<file path="config.mk">
export PLATFORM = sky130hd
export DESIGN_NAME = prio_irq_sel
export DESIGN_NICKNAME = d
export VERILOG_FILES = /design/src/rtl/prio_irq_pkg.sv /design/src/rtl/prio_irq_lane_pick.sv /design/src/rtl/prio_irq_scan.sv /design/src/rtl/prio_irq_cpu_if.sv /design/src/rtl/prio_irq_sel.sv
export SDC_FILE = /design/constraint.sdc
export NUM_CORES = 1
export LEC_CHECK = 0
export ABC_CLOCK_PERIOD_IN_PS = 21200
export BUFFER_PORTS_ARGS = -buffer_cell sky130_fd_sc_hd__buf_2
export CAP_MARGIN = 25
export CORE_AREA = 2 2 427 429
export CTS_BUF_LIST = sky130_fd_sc_hd__clkbuf_2
export DETAILED_ROUTE_END_ITERATION = 8
export DIE_AREA = 0 0 429 431
export GPL_TIMING_DRIVEN = 0
export PLACE_DENSITY = 0.33
export SKIP_CTS_REPAIR_TIMING = 1
export SYNTH_ARGS = -nofsm -noshare
export SYNTH_HDL_FRONTEND = slang
export SYNTH_SLANG_ARGS = --single-unit
</file>
<file path="constraint.sdc">
create_clock -name clk_i -period 21.2 [get_ports clk_i]
set_clock_uncertainty 0.2 [all_clocks]
set_input_delay 2.12 -clock clk_i [delete_from_list [all_inputs] [get_ports clk_i]]
set_output_delay 2.12 -clock clk_i [all_outputs]
set_load 0.1 [all_outputs]
</file>
<file path="src/rtl/prio_irq_pkg.sv">
package prio_irq_pkg;
  localparam int unsigned ID_W = 10;
  localparam logic [ID_W-1:0] SPUR_ID = 10'd1023;
  localparam int unsigned MAX_LINES = 1020;
endpackage

</file>
<file path="src/rtl/prio_irq_lane_pick.sv">
module prio_irq_lane_pick #(
  parameter int unsigned LANES  = 8,
  parameter int unsigned PRIO_W = 8,
  localparam int unsigned LANE_W = (LANES > 1) ? $clog2(LANES) : 1
) (
  input  logic [LANES-1:0]        cand_i,
  input  logic [LANES*PRIO_W-1:0] prio_i,
  output logic [PRIO_W:0]         best_prio_o,
  output logic [LANE_W-1:0]       best_lane_o
);
  localparam logic [PRIO_W:0] SENT = {1'b1, {PRIO_W{1'b0}}};

  // strict less-than: earlier lane keeps a tie
  always_comb begin
    best_prio_o = SENT;
    best_lane_o = '0;
    for (int l = 0; l < LANES; l++) begin
      if (cand_i[l] && ({1'b0, prio_i[l*PRIO_W +: PRIO_W]} < best_prio_o)) begin
        best_prio_o = {1'b0, prio_i[l*PRIO_W +: PRIO_W]};
        best_lane_o = LANE_W'(l);
      end
    end
  end
endmodule

</file>
<file path="src/rtl/prio_irq_scan.sv">
module prio_irq_scan
  import prio_irq_pkg::*;
#(
  parameter int unsigned NUM_LINES = 96,
  parameter int unsigned LANES     = 8,
  parameter int unsigned PRIO_W    = 8
) (
  input  logic                        clk_i,
  input  logic                        rst_ni,
  input  logic                        restart_i,
  input  logic [NUM_LINES-1:0]        cand_i,
  input  logic [NUM_LINES*PRIO_W-1:0] prio_i,
  output logic                        done_o,
  output logic [PRIO_W:0]             best_prio_o,
  output logic [ID_W-1:0]             best_id_o
);
  localparam int unsigned N_CHUNK = (NUM_LINES + LANES - 1) / LANES;
  localparam int unsigned PAD     = N_CHUNK * LANES;
  localparam int unsigned CH_W    = (N_CHUNK > 1) ? $clog2(N_CHUNK) : 1;
  localparam int unsigned LANE_W  = (LANES > 1) ? $clog2(LANES) : 1;
  localparam logic [PRIO_W:0] SENT = {1'b1, {PRIO_W{1'b0}}};

  logic [PAD-1:0]        cand_pad;
  logic [PAD*PRIO_W-1:0] prio_pad;

  generate
    if (PAD > NUM_LINES) begin : g_pad
      assign cand_pad = {{(PAD-NUM_LINES){1'b0}}, cand_i};
      assign prio_pad = {{((PAD-NUM_LINES)*PRIO_W){1'b0}}, prio_i};
    end else begin : g_nopad
      assign cand_pad = cand_i;
      assign prio_pad = prio_i;
    end
  endgenerate

  logic [CH_W-1:0]   chunk_q;
  logic [PRIO_W:0]   acc_prio_q;
  logic [ID_W-1:0]   acc_id_q;
  logic [PRIO_W:0]   pick_prio;
  logic [LANE_W-1:0] pick_lane;
  logic [ID_W-1:0]   pick_id;
  logic              last;

  prio_irq_lane_pick #(.LANES(LANES), .PRIO_W(PRIO_W)) u_pick (
    .cand_i      (cand_pad[chunk_q*LANES +: LANES]),
    .prio_i      (prio_pad[chunk_q*LANES*PRIO_W +: LANES*PRIO_W]),
    .best_prio_o (pick_prio),
    .best_lane_o (pick_lane)
  );

  assign pick_id = ID_W'(int'(chunk_q) * LANES + int'(pick_lane));
  assign last    = (chunk_q == CH_W'(N_CHUNK - 1));

  // earlier chunks hold lower line numbers, so the accumulator keeps ties
  always_comb begin
    if (pick_prio < acc_prio_q) begin
      best_prio_o = pick_prio;
      best_id_o   = pick_id;
    end else begin
      best_prio_o = acc_prio_q;
      best_id_o   = acc_id_q;
    end
  end

  assign done_o = last && !restart_i;

  always_ff @(posedge clk_i or negedge rst_ni) begin
    if (!rst_ni) begin
      chunk_q    <= '0;
      acc_prio_q <= SENT;
      acc_id_q   <= SPUR_ID;
    end else if (restart_i || last) begin
      chunk_q    <= '0;
      acc_prio_q <= SENT;
      acc_id_q   <= SPUR_ID;
    end else begin
      chunk_q    <= chunk_q + 1'b1;
      acc_prio_q <= best_prio_o;
      acc_id_q   <= best_id_o;
    end
  end

  assert_chunk_range_R8: assert property (@(posedge clk_i) disable iff (!rst_ni)
    int'(chunk_q) < N_CHUNK);

  assert_acc_monotone_R1: assert property (@(posedge clk_i) disable iff (!rst_ni)
    (!restart_i && !last) |=> (acc_prio_q <= $past(acc_prio_q)));
endmodule

</file>
<file path="src/rtl/prio_irq_cpu_if.sv">
module prio_irq_cpu_if
  import prio_irq_pkg::*;
#(
  parameter int unsigned NUM_LINES = 96,
  parameter int unsigned PRIO_W    = 8
) (
  input  logic              clk_i,
  input  logic              rst_ni,
  input  logic              scan_done_i,
  input  logic [PRIO_W:0]   scan_prio_i,
  input  logic [ID_W-1:0]   scan_id_i,
  input  logic              mask_we_i,
  input  logic [PRIO_W-1:0] mask_i,
  input  logic              ack_i,
  input  logic              eoi_i,
  input  logic [ID_W-1:0]   eoi_id_i,
  output logic              restart_o,
  output logic [ID_W-1:0]   ack_id_o,
  output logic              take_o,
  output logic              done_o,
  output logic              irq_o,
  output logic [PRIO_W:0]   run_prio_o,
  output logic [ID_W-1:0]   run_id_o
);
  localparam logic [PRIO_W:0] SENT = {1'b1, {PRIO_W{1'b0}}};

  logic [PRIO_W-1:0] mask_q;
  logic [PRIO_W:0]   run_prio_q;
  logic [ID_W-1:0]   run_id_q;
  logic [PRIO_W:0]   cur_prio_q;
  logic [ID_W-1:0]   cur_id_q;
  logic              cur_vld_q;
  logic              take, eoi_ok, pass;

  assign take      = ack_i && cur_vld_q;
  assign eoi_ok    = eoi_i && (int'(eoi_id_i) < NUM_LINES);
  assign restart_o = take || eoi_ok || mask_we_i;
  assign pass      = (scan_prio_i < {1'b0, mask_q}) && (scan_prio_i < run_prio_q);

  always_ff @(posedge clk_i or negedge rst_ni) begin
    if (!rst_ni) begin
      cur_vld_q  <= 1'b0;
      cur_id_q   <= SPUR_ID;
      cur_prio_q <= SENT;
    end else if (restart_o) begin
      cur_vld_q  <= 1'b0;
      cur_id_q   <= SPUR_ID;
      cur_prio_q <= SENT;
    end else if (scan_done_i) begin
      cur_vld_q  <= pass;
      cur_id_q   <= pass ? scan_id_i : SPUR_ID;
      cur_prio_q <= pass ? scan_prio_i : SENT;
    end
  end

  // acknowledge wins the running state over a same-cycle completion
  always_ff @(posedge clk_i or negedge rst_ni) begin
    if (!rst_ni) begin
      run_prio_q <= SENT;
      run_id_q   <= SPUR_ID;
    end else if (take) begin
      run_prio_q <= cur_prio_q;
      run_id_q   <= cur_id_q;
    end else if (eoi_ok) begin
      run_prio_q <= SENT;
      run_id_q   <= SPUR_ID;
    end
  end

  always_ff @(posedge clk_i or negedge rst_ni) begin
    if (!rst_ni)        mask_q <= '0;
    else if (mask_we_i) mask_q <= mask_i;
  end

  assign ack_id_o   = cur_id_q;
  assign take_o     = take;
  assign done_o     = eoi_ok;
  assign irq_o      = cur_vld_q;
  assign run_prio_o = run_prio_q;
  assign run_id_o   = run_id_q;

  assert_irq_below_run_R3: assert property (@(posedge clk_i) disable iff (!rst_ni)
    irq_o |-> (cur_prio_q < run_prio_q) && (cur_prio_q < {1'b0, mask_q}));

  assert_ack_drops_irq_R4: assert property (@(posedge clk_i) disable iff (!rst_ni)
    take |=> !irq_o);

  assert_spur_ack_quiet_R5: assert property (@(posedge clk_i) disable iff (!rst_ni)
    (ack_i && !irq_o && !eoi_i) |=> ($stable(run_prio_q) && $stable(run_id_q)));

  assert_eoi_idle_R6: assert property (@(posedge clk_i) disable iff (!rst_ni)
    (eoi_ok && !take) |=> (run_prio_q == SENT) && (run_id_q == SPUR_ID));

  assert_eoi_ignored_R7: assert property (@(posedge clk_i) disable iff (!rst_ni)
    (eoi_i && (int'(eoi_id_i) >= NUM_LINES) && !ack_i) |=> ($stable(run_prio_q) && !$past(done_o)));

  assert_ack_wins_R9: assert property (@(posedge clk_i) disable iff (!rst_ni)
    (take && eoi_ok) |=> (run_prio_q == $past(cur_prio_q)) && (run_prio_q != SENT));
endmodule

</file>
<file path="src/rtl/prio_irq_sel.sv">
module prio_irq_sel
  import prio_irq_pkg::*;
#(
  parameter int unsigned NUM_LINES = 96,
  parameter int unsigned LANES     = 8,
  parameter int unsigned PRIO_W    = 8
) (
  input  logic                        clk_i,
  input  logic                        rst_ni,
  input  logic [NUM_LINES-1:0]        line_en_i,
  input  logic [NUM_LINES-1:0]        line_pend_i,
  input  logic [NUM_LINES-1:0]        line_tgt_i,
  input  logic [NUM_LINES*PRIO_W-1:0] line_prio_i,
  input  logic                        mask_we_i,
  input  logic [PRIO_W-1:0]           mask_i,
  input  logic                        ack_i,
  output logic [ID_W-1:0]             ack_id_o,
  output logic                        take_o,
  input  logic                        eoi_i,
  input  logic [ID_W-1:0]             eoi_id_i,
  output logic                        done_o,
  output logic                        irq_o,
  output logic [PRIO_W:0]             run_prio_o,
  output logic [ID_W-1:0]             run_id_o
);
  logic [NUM_LINES-1:0] cand;
  logic                 restart, scan_done;
  logic [PRIO_W:0]      scan_prio;
  logic [ID_W-1:0]      scan_id;

  assign cand = line_en_i & line_pend_i & line_tgt_i;

  prio_irq_scan #(.NUM_LINES(NUM_LINES), .LANES(LANES), .PRIO_W(PRIO_W)) u_scan (
    .clk_i       (clk_i),
    .rst_ni      (rst_ni),
    .restart_i   (restart),
    .cand_i      (cand),
    .prio_i      (line_prio_i),
    .done_o      (scan_done),
    .best_prio_o (scan_prio),
    .best_id_o   (scan_id)
  );

  prio_irq_cpu_if #(.NUM_LINES(NUM_LINES), .PRIO_W(PRIO_W)) u_cpu (
    .clk_i       (clk_i),
    .rst_ni      (rst_ni),
    .scan_done_i (scan_done),
    .scan_prio_i (scan_prio),
    .scan_id_i   (scan_id),
    .mask_we_i   (mask_we_i),
    .mask_i      (mask_i),
    .ack_i       (ack_i),
    .eoi_i       (eoi_i),
    .eoi_id_i    (eoi_id_i),
    .restart_o   (restart),
    .ack_id_o    (ack_id_o),
    .take_o      (take_o),
    .done_o      (done_o),
    .irq_o       (irq_o),
    .run_prio_o  (run_prio_o),
    .run_id_o    (run_id_o)
  );

  assert_spur_no_take_R5: assert property (@(posedge clk_i) disable iff (!rst_ni)
    take_o |-> (ack_id_o != SPUR_ID) && (int'(ack_id_o) < NUM_LINES));
endmodule

</file>
# After elaboration in Yosys (flattened, before gate mapping)
# Cells that the tools add are included.
[word_totals]
n_memories = 0
out_inout_bits = 32
input_bits = 1079
latch_bits = 0
word_cells = 76
reg_bits = 70
rom_bits = 0
ramBits = 0
[classes]
eq_ne = 1
muxes = 32
shift = 2
add_sub_neg = 2
magnitude_cmp = 11
n_reduce_logical = 17
mul = 0
div = 0
bitwise_logic = 2
[ops]
columns = ["cell", "count"]
rows = [
  ["indexed part select 768 x 11 -> 64 bit", 1],
  ["AND 96 bit", 2],
  ["two-way mux 9 bit", 15],
  ["indexed part select 96 x 8 -> 8 bit", 1],
  ["two-way mux 10 bit", 7],
  ["< comparator 8 x 9 -> 1 bit", 7],
  ["< comparator 9 bit", 2],
  ["two-way mux 3 bit", 6],
  ["logical AND 1 bit", 11],
  ["< comparator 10 x 7 -> 1 bit, second input constant", 1],
  ["< comparator 9 x 8 -> 1 bit", 1],
  ["adder 7 x 3 -> 8 bit", 1],
  ["adder 4 x 1 -> 4 bit, second input constant", 1],
  ["== test 4 bit, second input constant", 1],
  ["two-way mux 4 bit", 1],
  ["nonzero test 2 bit", 2],
  ["logical OR 1 bit", 3],
  ["two-way mux 1 bit", 3],
  ["zero test 1 bit", 1],
]

# Depth between registers and ports, before layout
# Gate-level depths: netlist (run 1).
[logic_depth]
depth_word = 32
depth_mapped = 116
depth_no_buf = 100

# Modules after synthesis
# Synthesis (run 1) repeated with hierarchy kept, for this count alone.
[unflattened]
cells_unflattened = 1333
hier_area_um2 = 13431.6
[by_module_without_submodules]
columns = ["mod", "cells_each", "area_each_um2", "seq_area_each_um2", "n_inst"]
rows = [
  ["prio_irq_scan", 652, 8104.0, 589.3, 1],
  ["prio_irq_lane_pick", 356, 2476.1, 0.0, 1],
  ["prio_irq_cpu_if", 229, 2250.9, 1203.7, 1],
  ["prio_irq_sel", 96, 600.6, 0.0, 1],
]

# Least setup slack after synthesis (run 1)
# Ideal clock, no wire load.
[synth_path]
path_type = "register to register"
from = "register u_scan.chunk_q[0]"
to = "register u_cpu.cur_id_q[1], in the netlist u_cpu.ack_id_o[1]"
arrival_time_ns = 19.023
t_required_ns = 20.909
setup_time_ns = 0.091
path_stages_with_launch = 107
n_path_buf = 18
synth_period_minus_slack_ns = 19.313
setup_slack_ns = 1.887
path_cell_list = "dfrtp_1 buf_6 buf_6 buf_4 buf_2 buf_2 buf_2 buf_2 buf_2 clkbuf_1 mux4_2 nand2_1 o21ai_0 ha_1 a21o_1 a211oi_1 nand2_1 nor3_2 (+71 left out) nor2_1 a211oi_1 nand2_1 o21a_1 o21a_1 buf_6 a211o_1 and2_1 ha_1 a21o_1 a21o_1 a21oi_1 o21ai_0 a41oi_1 o21ai_0 a211oi_2 buf_2 a21oi_1"
[synth_between]
elab_chain_len = 30
word_cells_on_any_way = 44
classes_between = "1 x add/sub; 10 x order compare; 1 x eq/ne; 2 x shift; 20 x mux; 10 x reduce/logical"
[synth_rtl]
columns = ["item", "line", "text"]
rows = [
  ["from (decl)", "prio_irq_scan.sv:36", "logic [CH_W-1:0] chunk_q;"],
  ["from (signal assigned)", "prio_irq_scan.sv:77", "chunk_q <= chunk_q + 1'b1;"],
  ["indexed part select 768 x 11 -> 64 bit / indexed part select 96 x 8 -> 8 bit (equally long branches)", "prio_irq_scan.sv:46, prio_irq_scan.sv:45", ""],
  ["two-way mux 9 bit", "prio_irq_lane_pick.sv:18", "if (cand_i[l] && ({1'b0, prio_i[l*PRIO_W +: PRIO_W]} < best_prio_o)) begin"],
  ["< comparator 8 x 9 -> 1 bit", "prio_irq_lane_pick.sv:18", ""],
  ["logical AND 1 bit", "prio_irq_lane_pick.sv:18", ""],
  ["two-way mux 9 bit", "prio_irq_lane_pick.sv:18", ""],
  ["< comparator 8 x 9 -> 1 bit", "prio_irq_lane_pick.sv:18", ""],
  ["logical AND 1 bit", "prio_irq_lane_pick.sv:18", ""],
  ["two-way mux 9 bit", "prio_irq_lane_pick.sv:18", ""],
  ["(+14 left out)", "n/a", ""],
  ["two-way mux 9 bit", "prio_irq_lane_pick.sv:18", ""],
  ["< comparator 9 bit", "prio_irq_scan.sv:56", "if (pick_prio < acc_prio_q) begin"],
  ["two-way mux 9 bit", "prio_irq_scan.sv:56", ""],
  ["< comparator 9 x 8 -> 1 bit / < comparator 9 bit (equally long branches)", "prio_irq_cpu_if.sv:38", "assign pass = (scan_prio_i < {1'b0, mask_q}) && (scan_prio_i < run_prio_q);"],
  ["logical AND 1 bit", "prio_irq_cpu_if.sv:38", ""],
  ["two-way mux 10 bit", "prio_irq_cpu_if.sv:51", "cur_id_q <= pass ? scan_id_i : SPUR_ID;"],
  ["two-way mux 10 bit", "prio_irq_cpu_if.sv:49", "end else if (scan_done_i) begin"],
  ["two-way mux 10 bit", "prio_irq_cpu_if.sv:45", "end else if (restart_o) begin"],
  ["to (signal assigned)", "prio_irq_cpu_if.sv:51", ""],
  ["to (decl)", "prio_irq_cpu_if.sv:31", "logic [ID_W-1:0] cur_id_q;"],
]
# Several ways; a longest one is shown, not always the timed one. The select of a mux whose other input is x is not followed.
# A chain may end at the register's enable or synchronous reset.

# Worst setup path in the final report (run 1)
[layout_path]
from = "input port line_pend_i[8]"
to = "register u_cpu.cur_prio_q[3]"
[layout_between]
elab_chain_len = 32
word_cells_on_any_way = 33
classes_between = "10 x order compare; 1 x shift; 12 x mux; 2 x bitwise; 8 x reduce/logical"
[layout_rtl]
columns = ["item", "line", "text"]
rows = [
  ["from (decl)", "prio_irq_sel.sv:11", "input logic [NUM_LINES-1:0] line_pend_i,"],
  ["AND 96 bit (*) (2 in series)", "prio_irq_sel.sv:31", "assign cand = line_en_i & line_pend_i & line_tgt_i;"],
  ["indexed part select 96 x 8 -> 8 bit (*)", "prio_irq_scan.sv:45", ".cand_i (cand_pad[chunk_q*LANES +: LANES]),"],
  ["two-way mux 9 bit (*)", "prio_irq_lane_pick.sv:18", ""],
  ["< comparator 8 x 9 -> 1 bit", "prio_irq_lane_pick.sv:18", ""],
  ["logical AND 1 bit", "prio_irq_lane_pick.sv:18", ""],
  ["two-way mux 9 bit (*)", "prio_irq_lane_pick.sv:18", ""],
  ["< comparator 8 x 9 -> 1 bit", "prio_irq_lane_pick.sv:18", ""],
  ["logical AND 1 bit", "prio_irq_lane_pick.sv:18", ""],
  ["(+15 left out)", "n/a", ""],
  ["two-way mux 9 bit (*)", "prio_irq_lane_pick.sv:18", ""],
  ["< comparator 9 bit", "prio_irq_scan.sv:56", ""],
  ["two-way mux 9 bit (*)", "prio_irq_scan.sv:56", ""],
  ["< comparator 9 x 8 -> 1 bit / < comparator 9 bit (equally long branches)", "prio_irq_cpu_if.sv:38", ""],
  ["logical AND 1 bit", "prio_irq_cpu_if.sv:38", ""],
  ["two-way mux 9 bit (*)", "prio_irq_cpu_if.sv:52", "cur_prio_q <= pass ? scan_prio_i : SENT;"],
  ["two-way mux 9 bit (*)", "prio_irq_cpu_if.sv:49", ""],
  ["two-way mux 9 bit (*)", "prio_irq_cpu_if.sv:45", ""],
  ["to (signal assigned)", "prio_irq_cpu_if.sv:52", ""],
  ["to (decl)", "prio_irq_cpu_if.sv:30", "logic [PRIO_W:0] cur_prio_q;"],
]
# Every way passes the cells marked *; elsewhere a longest branch is shown, timed or not. The select of a mux whose other input is x is not followed.

==> metrics.md, run 1 <==
| Metric | Value |
|---|---|
| Fill count | `20910` |
| Post-synthesis instance area | `12930 µm²` |
| Vias | `17900` |
| Overall power of the completed layout | `2172 µW` |
| Overall global routing resource usage | `15.62%` |
| DRC violation total after the first TritonRoute iteration | `1018` |
| Die footprint | `184900 µm²` |
| Longest Clk Path Bufs | `2` |
| Number of cells produced by synthesis | `1327` |
| Remaining DRCs | `0` |
| Total gr overflow | `0` |
| Highest attainable clock frequency | `49.61 MHz` |
| Kind of path behind the tightest hold check | `flip-flop to flip-flop` |
| Areal power density over the cells | `94.74 nW/µm²` |
| Row cnt | `156` |
| Ports placed on the boundary | `1111` |
| Post-route clock period utilization | `95.09%` |
| Cts bufs inserted | `9` |
| Most prevalent standard cell on the critical path | `sky130_fd_sc_hd__ha_1` |
| Share of Yosys cell area claimed by the top area cell type | `33.27%` |
| Root buf cell | `sky130_fd_sc_hd__clkbuf_2` |
| YS warnings | `0` |
| Count of endpoints failing setup in the final report | `0` |
| Pin count of the biggest net entering global routing | `53` |
| Master of the slowest instance on the critical path | `sky130_fd_sc_hd__nor3b_1` |
| Layout Cell Area excl Fill | `22920 µm²` |
| Area of combinational cells with multiple inputs | `10850 µm²` |
| Average instance area after synthesis | `9.745 µm²` |
| Average vias per placed instance | `3.647` |
| Worst setup EP type | `flip-flop` |
| Cell type with the largest total area after synthesis | `sky130_fd_sc_hd__mux4_2` |
| Number of enable flip-flop cells after synthesis | `0` |
| Die Height | `431 µm` |
| Ys async rst share | `100.0%` |
| Leakage power | `0.01013 µW` |
| Most common library cell in the layout ignoring fill and taps | `sky130_fd_sc_hd__buf_2` |
| Mapped Nets | `2474` |
| Placement-stage cell area | `21730 µm²` |
| Max-Slew Margin vs Limit | `32.44%` |
| Area growth, synth to finish | `77.28%` |
| Port Buffers | `1105` |
| Horizontal extent of the die | `429 µm` |
| Number of pins exceeding their max-slew limit in the final report | `0` |
| First-pass GRT wire length | `189200 µm` |
| Clock latency of the later-clocked register in the worst-skew pair | `0.52 ns` |
| H-tree lvl count | `3` |
| Clk slew on worst S/H paths | `0.20 ns` |
| Endpoints failing hold | `0` |
| Most frequent cells in the layout | `sky130_fd_sc_hd__buf_2, sky130_fd_sc_hd__mux4_2, sky130_fd_sc_hd__nand2_1, sky130_fd_sc_hd__o21ai_0, sky130_fd_sc_hd__mux2i_1` |
| HPWL reported at the end of detailed placement | `139700 µm` |
| Post-DR wirelength/cell | `30.67 µm` |
| CP max FO | `10` |
| Register area share after synthesis | `13.87%` |
| Final routed wirelength across all metal layers | `150600 µm` |
| Run status | `finished, final reports clean` |
| Yosys reg bits | `70` |
| Number of antenna violations at the first check in global routing | `168` |
| Data required, critical path | `21.48 ns` |
| RD Place Congestion | `0.9438` |
| Initial DRT Pass Iterations | `5` |
| Data arrival time at the worst-slack endpoint | `20.44 ns` |
| Top cells by area, synth | `sky130_fd_sc_hd__mux4_2, sky130_fd_sc_hd__dfrtp_1, sky130_fd_sc_hd__dfstp_2` |
| Predominant post-synthesis flop cell | `sky130_fd_sc_hd__dfrtp_1` |
| Fraction of final layout cells sized beyond drive strength 1 | `62.98%` |
| Slowest Stage Delay on Critical Path | `0.52 ns` |
| Slew @ Worst Pin | `1.003 ns` |
| Register area | `1797 µm²` |
| Number of global-route vias before repair | `18090` |
| TNS Setup | `0 ns` |
| Number of distinct standard cells referenced by the synthesized netlist | `84` |
| Critical Setup Path Class | `primary input to flip-flop` |
| Num Clock Sinks | `70` |
| CORE AREA | `180200 µm²` |
| Starting density of the core | `7.178%` |
| Antenna Nets Post-Route | `0` |
| Startpoint Class | `primary input` |
| Minimum clock period | `20.16 ns` |
| Layout net count | `3649` |
| Worst voltage drop across the vdd grid | `0.00007008 V` |
| Max-cap check violation count | `0` |
| CTS tree | `built` |
[metrics by stage]
step | std cells | hold slack [ns] | setup slack (ns) | utilization, %
6_report | 4909 | 0.2783 | 1.042 | 12.72
5_1_grt | 4888 | 0.3016 | -0.09927 | 12.70
4_1_cts | 4838 | 0.2835 | -6.629 | 12.12
3_5_place_dp | 4822 | 0.2646 | -6.531 | 12.06
3_3_place_gp | 4802 | 0.2641 | -7.331 | 11.89
2_1_floorplan | 1327 | 0.2349 | 1.887 | -
[power breakdown]
| part | leakage, µW | switching [µW] | internal [µW] |
|---|---|---|---|
| Combinational | 0.00922 | 1130 | 764 |
| Sequential | 0.000838 | 18.7 | 188 |
| Clock | 0.0000715 | 47.2 | 28.6 |
| Total | 0.0101 | 1190 | 981 |
[area by class of cell]
| type | instances | area share (%) |
|---|---|---|
| multi-input cells | 1090 | 47.33 |
| diodes | 32 | 0.3493 |
| clock buffers | 13 | 0.2838 |
| well taps | 2370 | 12.94 |
| plain buffers | 95 | 3.051 |
| flip-flops and latches | 70 | 7.838 |
| inverters | 66 | 1.081 |
| repair buffers | 1170 | 26.97 |
| clock inverters | 3 | 0.1637 |
[final timing paths]
check / start / to / slack (ns) / cells after the start
min in group asynchronous: rst_ni / u_cpu.mask_q[3]$_DFFE_PN0P_ / 1.24 / 1
max in group asynchronous: rst_ni / u_scan.acc_id_q[0]$_DFF_PN1_ / 18.90 / 2
worst max-delay path: line_pend_i[8] / u_cpu.cur_prio_q[3]$_DFFE_PN0P_ / 1.04 / 102
worst max register to register: u_scan.chunk_q[0]$_DFF_PN0_ / u_cpu.cur_prio_q[3]$_DFFE_PN0P_ / 1.20 / 107
worst min-delay path: u_cpu.cur_prio_q[8]$_DFFE_PN1P_ / u_cpu.run_prio_o[8]$_DFFE_PN1P_ / 0.28 / 2
worst min register to register: u_cpu.cur_prio_q[8]$_DFFE_PN1P_ / u_cpu.run_prio_o[8]$_DFFE_PN1P_ / 0.28 / 2
[critical path, delay by kind of cell]
kind                       cells  cell delay, ns
buffers and inverters         20            2.66
AOI/OAI and AO/OA             48            8.68
and+or+nand+nor               22            3.65
muxes                          3            0.50
adders and majority gates      9            2.73
[sequential cells by signal (all words and copies together) (netlist names)]
name and count:
u_cpu.ack_id_o 10, u_scan.acc_id_q 10, u_scan.acc_prio_q 9, u_cpu.cur_prio_q 9
u_cpu.irq_o 1, u_cpu.run_prio_o 9, u_cpu.run_id_o 10, u_cpu.mask_q 8
u_scan.chunk_q 4
[per-layer routing]
layer	vias to the layer above	GRT usage [%]	wire [µm]
met5	-	0	926
met3	329	5.745	14160
met4	140	2.734	4020
li1	7737	-	-
met1	8752	18.62	59150
met2	946	26.92	72310
[synthesized netlist by cell type, types with 6 or more instances]
cell type,count
sky130_fd_sc_hd__a21o_1,25
sky130_fd_sc_hd__nor2_1,49
sky130_fd_sc_hd__mux2i_1,82
sky130_fd_sc_hd__nand4b_1,7
sky130_fd_sc_hd__nand2b_1,10
sky130_fd_sc_hd__buf_6,7
sky130_fd_sc_hd__nand4_1,41
sky130_fd_sc_hd__a211oi_1,15
sky130_fd_sc_hd__clkbuf_1,47
sky130_fd_sc_hd__buf_1,14
sky130_fd_sc_hd__inv_1,64
sky130_fd_sc_hd__ha_1,68
sky130_fd_sc_hd__a21oi_1,64
sky130_fd_sc_hd__a41oi_1,21
sky130_fd_sc_hd__nor2b_1,11
sky130_fd_sc_hd__a22oi_1,6
sky130_fd_sc_hd__o31ai_1,9
sky130_fd_sc_hd__and2_1,16
sky130_fd_sc_hd__mux4_2,191
sky130_fd_sc_hd__o211ai_1,15
sky130_fd_sc_hd__o21ai_0,117
sky130_fd_sc_hd__dfstp_2,33
sky130_fd_sc_hd__nand2_1,155
sky130_fd_sc_hd__a211o_1,6
sky130_fd_sc_hd__buf_2,29
sky130_fd_sc_hd__o22ai_1,6
sky130_fd_sc_hd__o21a_1,7
sky130_fd_sc_hd__a31oi_1,17
sky130_fd_sc_hd__nand3_1,39
sky130_fd_sc_hd__dfrtp_1,37
[cell families after synthesis]
group	share of synthesized area (%)
AO/OA/AOI/OAI	19.50
XOR/XNOR	0.1355
adder cells (fa/ha/maj)	6.580
buffers and inverters	5.651
flip-flops	13.87
multiplexers	40.53
AND/OR/NAND/NOR	13.74
(Power assumes the default switching activity.)
==> run 2, diff against run 1 <==
--- a/config.mk
+++ b/config.mk
@@ -8,10 +8,9 @@
 export ABC_CLOCK_PERIOD_IN_PS = 21200
 export BUFFER_PORTS_ARGS = -buffer_cell sky130_fd_sc_hd__buf_2
 export CAP_MARGIN = 25
-export CORE_AREA = 2 2 427 429
-export CTS_BUF_LIST = sky130_fd_sc_hd__clkbuf_2
+export CORE_AREA = 5 5 430 432
 export DETAILED_ROUTE_END_ITERATION = 8
-export DIE_AREA = 0 0 429 431
+export DIE_AREA = 0 0 435 437
 export GPL_TIMING_DRIVEN = 0
 export PLACE_DENSITY = 0.33
 export SKIP_CTS_REPAIR_TIMING = 1
==> run 2 against run 1 <==
  * Hold slack lost 0.017 ns
  * Largest power group unchanged
  * Sequential share of layout area shrank 0.10 points
  * Register-to-register slack got worse by 0.23 ns
  * Critical path type unchanged
==> metrics.md, run 2 (synthesized netlist as in run 1, its figures left out) <==
| Metric | Value |
|---|---|
| Run status | `finished, final reports clean (unchanged)` |
| RD Place Congestion | `0.9748 (was 0.9438)` |
| Most frequent cells in the layout | `sky130_fd_sc_hd__buf_2, sky130_fd_sc_hd__mux4_2, sky130_fd_sc_hd__nand2_1, sky130_fd_sc_hd__o21ai_0, sky130_fd_sc_hd__mux2i_1 (unchanged)` |
| Fill count | `20910 (about the same)` |
| Longest Clk Path Bufs | `2 (unchanged)` |
| Die Height | `437 µm (was 431 µm)` |
| Final standard cell count with taps included and fillers excluded | `4925 (was 4909)` |
| First-pass GRT wire length | `190200 µm (was 189200 µm)` |
| Remaining DRCs | `0 (unchanged)` |
| Startpoint of the tightest hold check path | `u_cpu.cur_prio_q[8]$_DFFE_PN1P_ (unchanged)` |
| Minimum clock period | `20.30 ns (was 20.16 ns)` |
| Slowest Stage Delay on Critical Path | `0.47 ns (was 0.52 ns)` |
| Horizontal extent of the die | `435 µm (was 429 µm)` |
| Data arrival time at the worst-slack endpoint | `20.37 ns (was 20.44 ns)` |
| Endpoints failing hold | `0 (unchanged)` |
| Initial DRT Pass Iterations | `5 (unchanged)` |
| Highest attainable clock frequency | `49.27 MHz (was 49.61 MHz)` |
| CORE AREA | `180200 µm² (unchanged)` |
| Average vias per placed instance | `3.639 (was 3.647)` |
| Count of cells along the worst hold path | `2 (unchanged)` |
| Critical Setup Path Class | `primary input to flip-flop (unchanged)` |
| Vias | `17920 (was 17900)` |
| Max-cap check violation count | `0 (unchanged)` |
| Layout net count | `3650 (was 3649)` |
| CTS tree | `built (unchanged)` |
| DRC violation total after the first TritonRoute iteration | `1242 (was 1018)` |
| Total gr overflow | `0 (unchanged)` |
| Cts bufs inserted | `9 (unchanged)` |
| Number of global-route vias before repair | `18310 (was 18090)` |
| Ports placed on the boundary | `1111 (unchanged)` |
| Most prevalent standard cell on the critical path | `sky130_fd_sc_hd__inv_1 (was sky130_fd_sc_hd__ha_1)` |
| Post-DR wirelength/cell | `30.80 µm (was 30.67 µm)` |
| Worst setup EP type | `flip-flop (unchanged)` |
| Endpoint of the worst register-to-register path | `u_cpu.cur_prio_q[0]$_DFFE_PN0P_ (was u_cpu.cur_prio_q[3]$_DFFE_PN0P_)` |
| Max-Slew Margin vs Limit | `13.34% (was 32.44%)` |
| Area growth, synth to finish | `79.66% (was 77.28%)` |
| Area of combinational cells with multiple inputs | `10940 µm² (was 10850 µm²)` |
| Leakage power | `0.01021 µW (was 0.01013 µW)` |
| Number of pins exceeding their max-slew limit in the final report | `0 (unchanged)` |
| Clock latency of the later-clocked register in the worst-skew pair | `0.34 ns (was 0.52 ns)` |
| Fraction of final layout cells sized beyond drive strength 1 | `63.20% (was 62.98%)` |
| Die footprint | `190100 µm² (was 184900 µm²)` |
| Starting density of the core | `7.178% (unchanged)` |
| Startpoint Class | `primary input (unchanged)` |
| Num Clock Sinks | `70 (unchanged)` |
| Kind of path behind the tightest hold check | `flip-flop to flip-flop (unchanged)` |
| H-tree lvl count | `3 (unchanged)` |
| Most common library cell in the layout ignoring fill and taps | `sky130_fd_sc_hd__buf_2 (unchanged)` |
| Register area | `1797 µm² (unchanged)` |
| Clk slew on worst S/H paths | `0.06 ns (was 0.20 ns)` |
| Row cnt | `156 (unchanged)` |
| Data required, critical path | `21.27 ns (was 21.48 ns)` |
| Worst Hold Path EP | `u_cpu.run_prio_o[8]$_DFFE_PN1P_ (unchanged)` |
| Port Buffers | `1105 (unchanged)` |
| Slew @ Worst Pin | `1.286 ns (was 1.003 ns)` |
| HPWL reported at the end of detailed placement | `141300 µm (was 139700 µm)` |
| Post-route clock period utilization | `95.74% (was 95.09%)` |
| Worst setup slack after layout | `0.9025 ns (was 1.042 ns)` |
| Dpl cells | `4822 (unchanged)` |
| Worst voltage drop across the vdd grid | `0.00007414 V (was 0.00007008 V)` |
| Number of antenna violations at the first check in global routing | `178 (was 168)` |
| Worst Hold Margin | `0.2618 ns (was 0.2783 ns)` |
| CP max FO | `10 (unchanged)` |
| Count of endpoints failing setup in the final report | `0 (unchanged)` |
| Areal power density over the cells | `98.04 nW/µm² (was 94.74 nW/µm²)` |
| Overall global routing resource usage | `15.11% (was 15.62%)` |
| Final routed wirelength across all metal layers | `151700 µm (was 150600 µm)` |
| Antenna Nets Post-Route | `0 (unchanged)` |
| Root buf cell | `sky130_fd_sc_hd__clkbuf_16 (was sky130_fd_sc_hd__clkbuf_2)` |
| Pin count of the biggest net entering global routing | `37 (was 53)` |
| Master of the slowest instance on the critical path | `sky130_fd_sc_hd__or4_4 (was sky130_fd_sc_hd__nor3b_1)` |
| Setup slack of the most critical reg-to-reg path | `0.97 ns (was 1.20 ns)` |
| Worst r2r src | `u_scan.chunk_q[0]$_DFF_PN0_ (unchanged)` |
| Pre-CTS setup slack | `-6.479 ns (was -6.531 ns)` |
| TNS Setup | `0 ns (unchanged)` |
| Number of cells on the worst reg-to-reg path | `108 (was 107)` |
run 2: per-layer routing:
layer	share of wire (%)	vias up	track usage (%)
li1	-	7757	-
met5	0.46	-	0
met1	39	8877	18.23
met3	11	244	5.920
met2	48	940	26.17
met4	1.6	102	1.638
run 2: per-stage QoR:
stage	util [%]	total power, µW	instance area [µm²]
after floorplan	-	1320	12930
after global placement	11.89	1934	21430
after detailed placement	12.06	1960	21730
after CTS	12.25	2140	22060
after global routing	12.84	2473	23140
final	12.90	2278	23230
run 2: cell type report:
cell class | count | share of cell area [%]
Inverter | 66 | 1.066
Clock buffer | 13 | 1.163
Buffer | 96 | 2.914
Sequential cell | 70 | 7.734
Timing Repair Buffer | 1170 | 26.47
Clock inverter | 3 | 0.2801
Multi-Input combinational cell | 1090 | 47.10
Tap cell | 2370 | 12.76
Antenna cell | 47 | 0.5062
run 2: worst max-delay path by stage:
stage | slack [ns] | start | to
2_1_floorplan | 1.89 | u_scan.chunk_q[0]$_DFF_PN0_ | u_cpu.ack_id_o[1]$_DFFE_PN1P_
3_3_place_gp | -7.13 | u_scan.chunk_q[1]$_DFF_PN0_ | u_cpu.ack_id_o[1]$_DFFE_PN1P_
3_5_place_dp | -6.48 | u_scan.chunk_q[1]$_DFF_PN0_ | u_cpu.ack_id_o[1]$_DFFE_PN1P_
4_1_cts | -6.55 | u_scan.chunk_q[1]$_DFF_PN0_ | u_cpu.ack_id_o[1]$_DFFE_PN1P_
5_1_grt | -0.18 | line_en_i[88] | u_cpu.cur_prio_q[0]$_DFFE_PN0P_
6_report | 0.90 | line_tgt_i[80] | u_cpu.cur_prio_q[0]$_DFFE_PN0P_
run 2: power breakdown:
part           total, µW  internal, µW  switching [µW]
Combinational       1900           767            1130
Sequential           209           189            20.5
Clock                169           113            56.8
run 2: worst max-delay path: cells and delay by family:
kind	cells	cell delay, ns
AOI/OAI and AO/OA	53	9.69
buffers and inverters	20	2.50
and+or+nand+nor	17	2.50
adders and majority gates	9	2.42
muxes	4	1.03
==> run 3, diff against run 2 <==
--- a/config.mk
+++ b/config.mk
@@ -12,7 +12,7 @@
 export DETAILED_ROUTE_END_ITERATION = 8
 export DIE_AREA = 0 0 435 437
 export GPL_TIMING_DRIVEN = 0
-export PLACE_DENSITY = 0.33
+export PLACE_DENSITY = 0.3
 export SKIP_CTS_REPAIR_TIMING = 1
 export SYNTH_ARGS = -nofsm -noshare
 export SYNTH_HDL_FRONTEND = slang
==> run 3 against run 2 <==
  * Sequential power about the same
  * Flip-flop and latch count unchanged
  * Cell count down 0.14%
  * Critical path type unchanged
==> metrics.md, run 3 (synthesized netlist as in run 1, its figures left out) <==
| Metric | Value |
|---|---|
| Run status | `finished, final reports clean (unchanged)` |
| Endpoints failing hold | `0 (unchanged)` |
| Worst r2r src | `u_scan.chunk_q[0]$_DFF_PN0_ (unchanged)` |
| Pin count of the biggest net entering global routing | `51 (was 37)` |
| Number of pins exceeding their max-slew limit in the final report | `0 (unchanged)` |
| RD Place Congestion | `0.9483 (was 0.9748)` |
| Layout net count | `3653 (was 3650)` |
| Endpoint of the worst register-to-register path | `u_cpu.cur_prio_q[0]$_DFFE_PN0P_ (unchanged)` |
| CTS tree | `built (unchanged)` |
| H-tree lvl count | `3 (unchanged)` |
| Startpoint of the tightest hold check path | `u_cpu.cur_prio_q[8]$_DFFE_PN1P_ (unchanged)` |
| Slowest Stage Delay on Critical Path | `0.46 ns (was 0.47 ns)` |
| Setup slack of the most critical reg-to-reg path | `1.14 ns (was 0.97 ns)` |
| Horizontal extent of the die | `435 µm (unchanged)` |
| Placement-stage cell area | `21760 µm² (was 21730 µm²)` |
| Most prevalent standard cell on the critical path | `sky130_fd_sc_hd__a21o_1 (was sky130_fd_sc_hd__inv_1)` |
| Cts bufs inserted | `9 (unchanged)` |
| Final core utilization | `12.87% (was 12.90%)` |
| Number of global-route vias before repair | `18090 (was 18310)` |
| Worst voltage drop across the vdd grid | `0.00005823 V (was 0.00007414 V)` |
| CP max FO | `10 (unchanged)` |
| Initial DRT Pass Iterations | `5 (unchanged)` |
| Worst Hold Margin | `0.2563 ns (was 0.2618 ns)` |
| Clk slew on worst S/H paths | `0.06 ns (about the same)` |
| Highest attainable clock frequency | `49.55 MHz (was 49.27 MHz)` |
| Worst setup EP type | `flip-flop (unchanged)` |
| Data required, critical path | `21.28 ns (was 21.27 ns)` |
| Minimum clock period | `20.18 ns (was 20.30 ns)` |
| Fraction of final layout cells sized beyond drive strength 1 | `63.48% (was 63.20%)` |
| Number of antenna violations at the first check in global routing | `160 (was 178)` |
| Die Height | `437 µm (unchanged)` |
| Master of the slowest instance on the critical path | `sky130_fd_sc_hd__or4_4 (unchanged)` |
| Die footprint | `190100 µm² (unchanged)` |
| Startpoint Class | `primary input (unchanged)` |
| Antenna Nets Post-Route | `0 (unchanged)` |
| Final routed wirelength across all metal layers | `152800 µm (was 151700 µm)` |
| Areal power density over the cells | `98.75 nW/µm² (was 98.04 nW/µm²)` |
| Clock latency of the later-clocked register in the worst-skew pair | `0.34 ns (about the same)` |
| Layout Cell Area excl Fill | `23190 µm² (was 23230 µm²)` |
| Remaining DRCs | `0 (unchanged)` |
| DRC violation total after the first TritonRoute iteration | `1267 (was 1242)` |
| Kind of path behind the tightest hold check | `flip-flop to flip-flop (unchanged)` |
| Num Clock Sinks | `70 (unchanged)` |
| Total gr overflow | `0 (unchanged)` |
| Row cnt | `156 (unchanged)` |
| Root buf cell | `sky130_fd_sc_hd__clkbuf_16 (unchanged)` |
| Critical Setup Path Class | `primary input to flip-flop (unchanged)` |
| Area of combinational cells with multiple inputs | `10960 µm² (was 10940 µm²)` |
| Starting density of the core | `7.178% (unchanged)` |
| Port Buffers | `1105 (unchanged)` |
| First-pass GRT wire length | `191000 µm (was 190200 µm)` |
| Data arrival time at the worst-slack endpoint | `20.26 ns (was 20.37 ns)` |
| HPWL reported at the end of detailed placement | `141600 µm (was 141300 µm)` |
| Count of cells along the worst hold path | `2 (unchanged)` |
| Max-Slew Margin vs Limit | `33.68% (was 13.34%)` |
| Overall global routing resource usage | `15.25% (was 15.11%)` |
| Worst Hold Path EP | `u_cpu.run_prio_o[8]$_DFFE_PN1P_ (unchanged)` |
| Average vias per placed instance | `3.617 (was 3.639)` |
| CORE AREA | `180200 µm² (unchanged)` |
| Most common library cell in the layout ignoring fill and taps | `sky130_fd_sc_hd__buf_2 (unchanged)` |
| Post-DR wirelength/cell | `31.06 µm (was 30.80 µm)` |
| Slew @ Worst Pin | `0.9844 ns (was 1.286 ns)` |
| Vias | `17790 (was 17920)` |
| Number of cells on the worst reg-to-reg path | `108 (unchanged)` |
| Register area | `1797 µm² (unchanged)` |
| Fill count | `20850 (was 20910)` |
| Count of endpoints failing setup in the final report | `0 (unchanged)` |
| Most frequent cells in the layout | `sky130_fd_sc_hd__buf_2, sky130_fd_sc_hd__mux4_2, sky130_fd_sc_hd__nand2_1, sky130_fd_sc_hd__o21ai_0, sky130_fd_sc_hd__mux2i_1 (unchanged)` |
| Leakage power | `0.01017 µW (was 0.01021 µW)` |
| Area growth, synth to finish | `79.32% (was 79.66%)` |
| Max-cap check violation count | `0 (unchanged)` |
| Longest Clk Path Bufs | `2 (unchanged)` |
| Ports placed on the boundary | `1111 (unchanged)` |
| Post-route clock period utilization | `95.20% (was 95.74%)` |
| TNS Setup | `0 ns (unchanged)` |
run 3: changes by cell type in the layout (fill, tap and decap cells not counted), sizes merged:
cell           before   now
bufinv              2     0
clkdlybuf4s15       0     1
buf              1220  1221
diode              47    37
clkinvlp            0     2
clkinv              1     2
run 3: layer usage:
layer  part of all wire [%]  track usage [%]  vias up
met3                    9.3            5.375      206
met2                     49            26.63      927
li1                       -                -     7762
met5                   0.31                0        -
met4                    1.6            1.740       74
met1                     40            18.58     8818
run 3: power by group:
group	internal, µW	switching, µW
clock network	89.6	60.9
logic	777	1150
registers	189	20.2
total	1060	1230
run 3: area by class of cell:
cell class	instances	area share, %
timing repair buffer	1173	26.67
clock buffer	12	1.155
clock inverter	4	0.1241
sequential	70	7.748
inverter	66	1.068
antenna	37	0.3993
tap	2370	12.79
multi-input combinational	1090	47.27
buffer	96	2.784
run 3: worst max-delay path by stage:
stage	to	slack, ns	from	depth (start not counted)
final	u_cpu.cur_prio_q[0]$_DFFE_PN0P_	1.02	line_pend_i[56]	103
after global routing	u_cpu.cur_prio_q[0]$_DFFE_PN0P_	-0.17	line_pend_i[56]	105
after CTS	u_cpu.ack_id_o[1]$_DFFE_PN1P_	-6.29	u_scan.chunk_q[1]$_DFF_PN0_	104
after detailed placement	u_cpu.ack_id_o[1]$_DFFE_PN1P_	-6.16	u_scan.chunk_q[1]$_DFF_PN0_	104
after global placement	u_cpu.ack_id_o[1]$_DFFE_PN1P_	-6.95	u_scan.chunk_q[1]$_DFF_PN0_	104
after floorplan	u_cpu.ack_id_o[1]$_DFFE_PN1P_	1.89	u_scan.chunk_q[0]$_DFF_PN0_	106
run 3: through the flow:
step	power [µW]	worst slack, ns	std cells
4_1_cts	2137	-6.287	4843
2_1_floorplan	1320	1.887	1327
3_3_place_gp	1955	-6.947	4802
3_5_place_dp	1976	-6.163	4827
5_1_grt	2495	-0.1662	4887
6_report	2290	1.018	4918
run 3: worst max-delay path: cells and delay by family:
family | cells | cell delay [ns]
muxes | 3 | 0.54
adders and majority gates | 9 | 2.69
buffers and inverters | 21 | 2.51
AOI/OAI and AO/OA | 53 | 9.80
and+or+nand+nor | 17 | 2.46
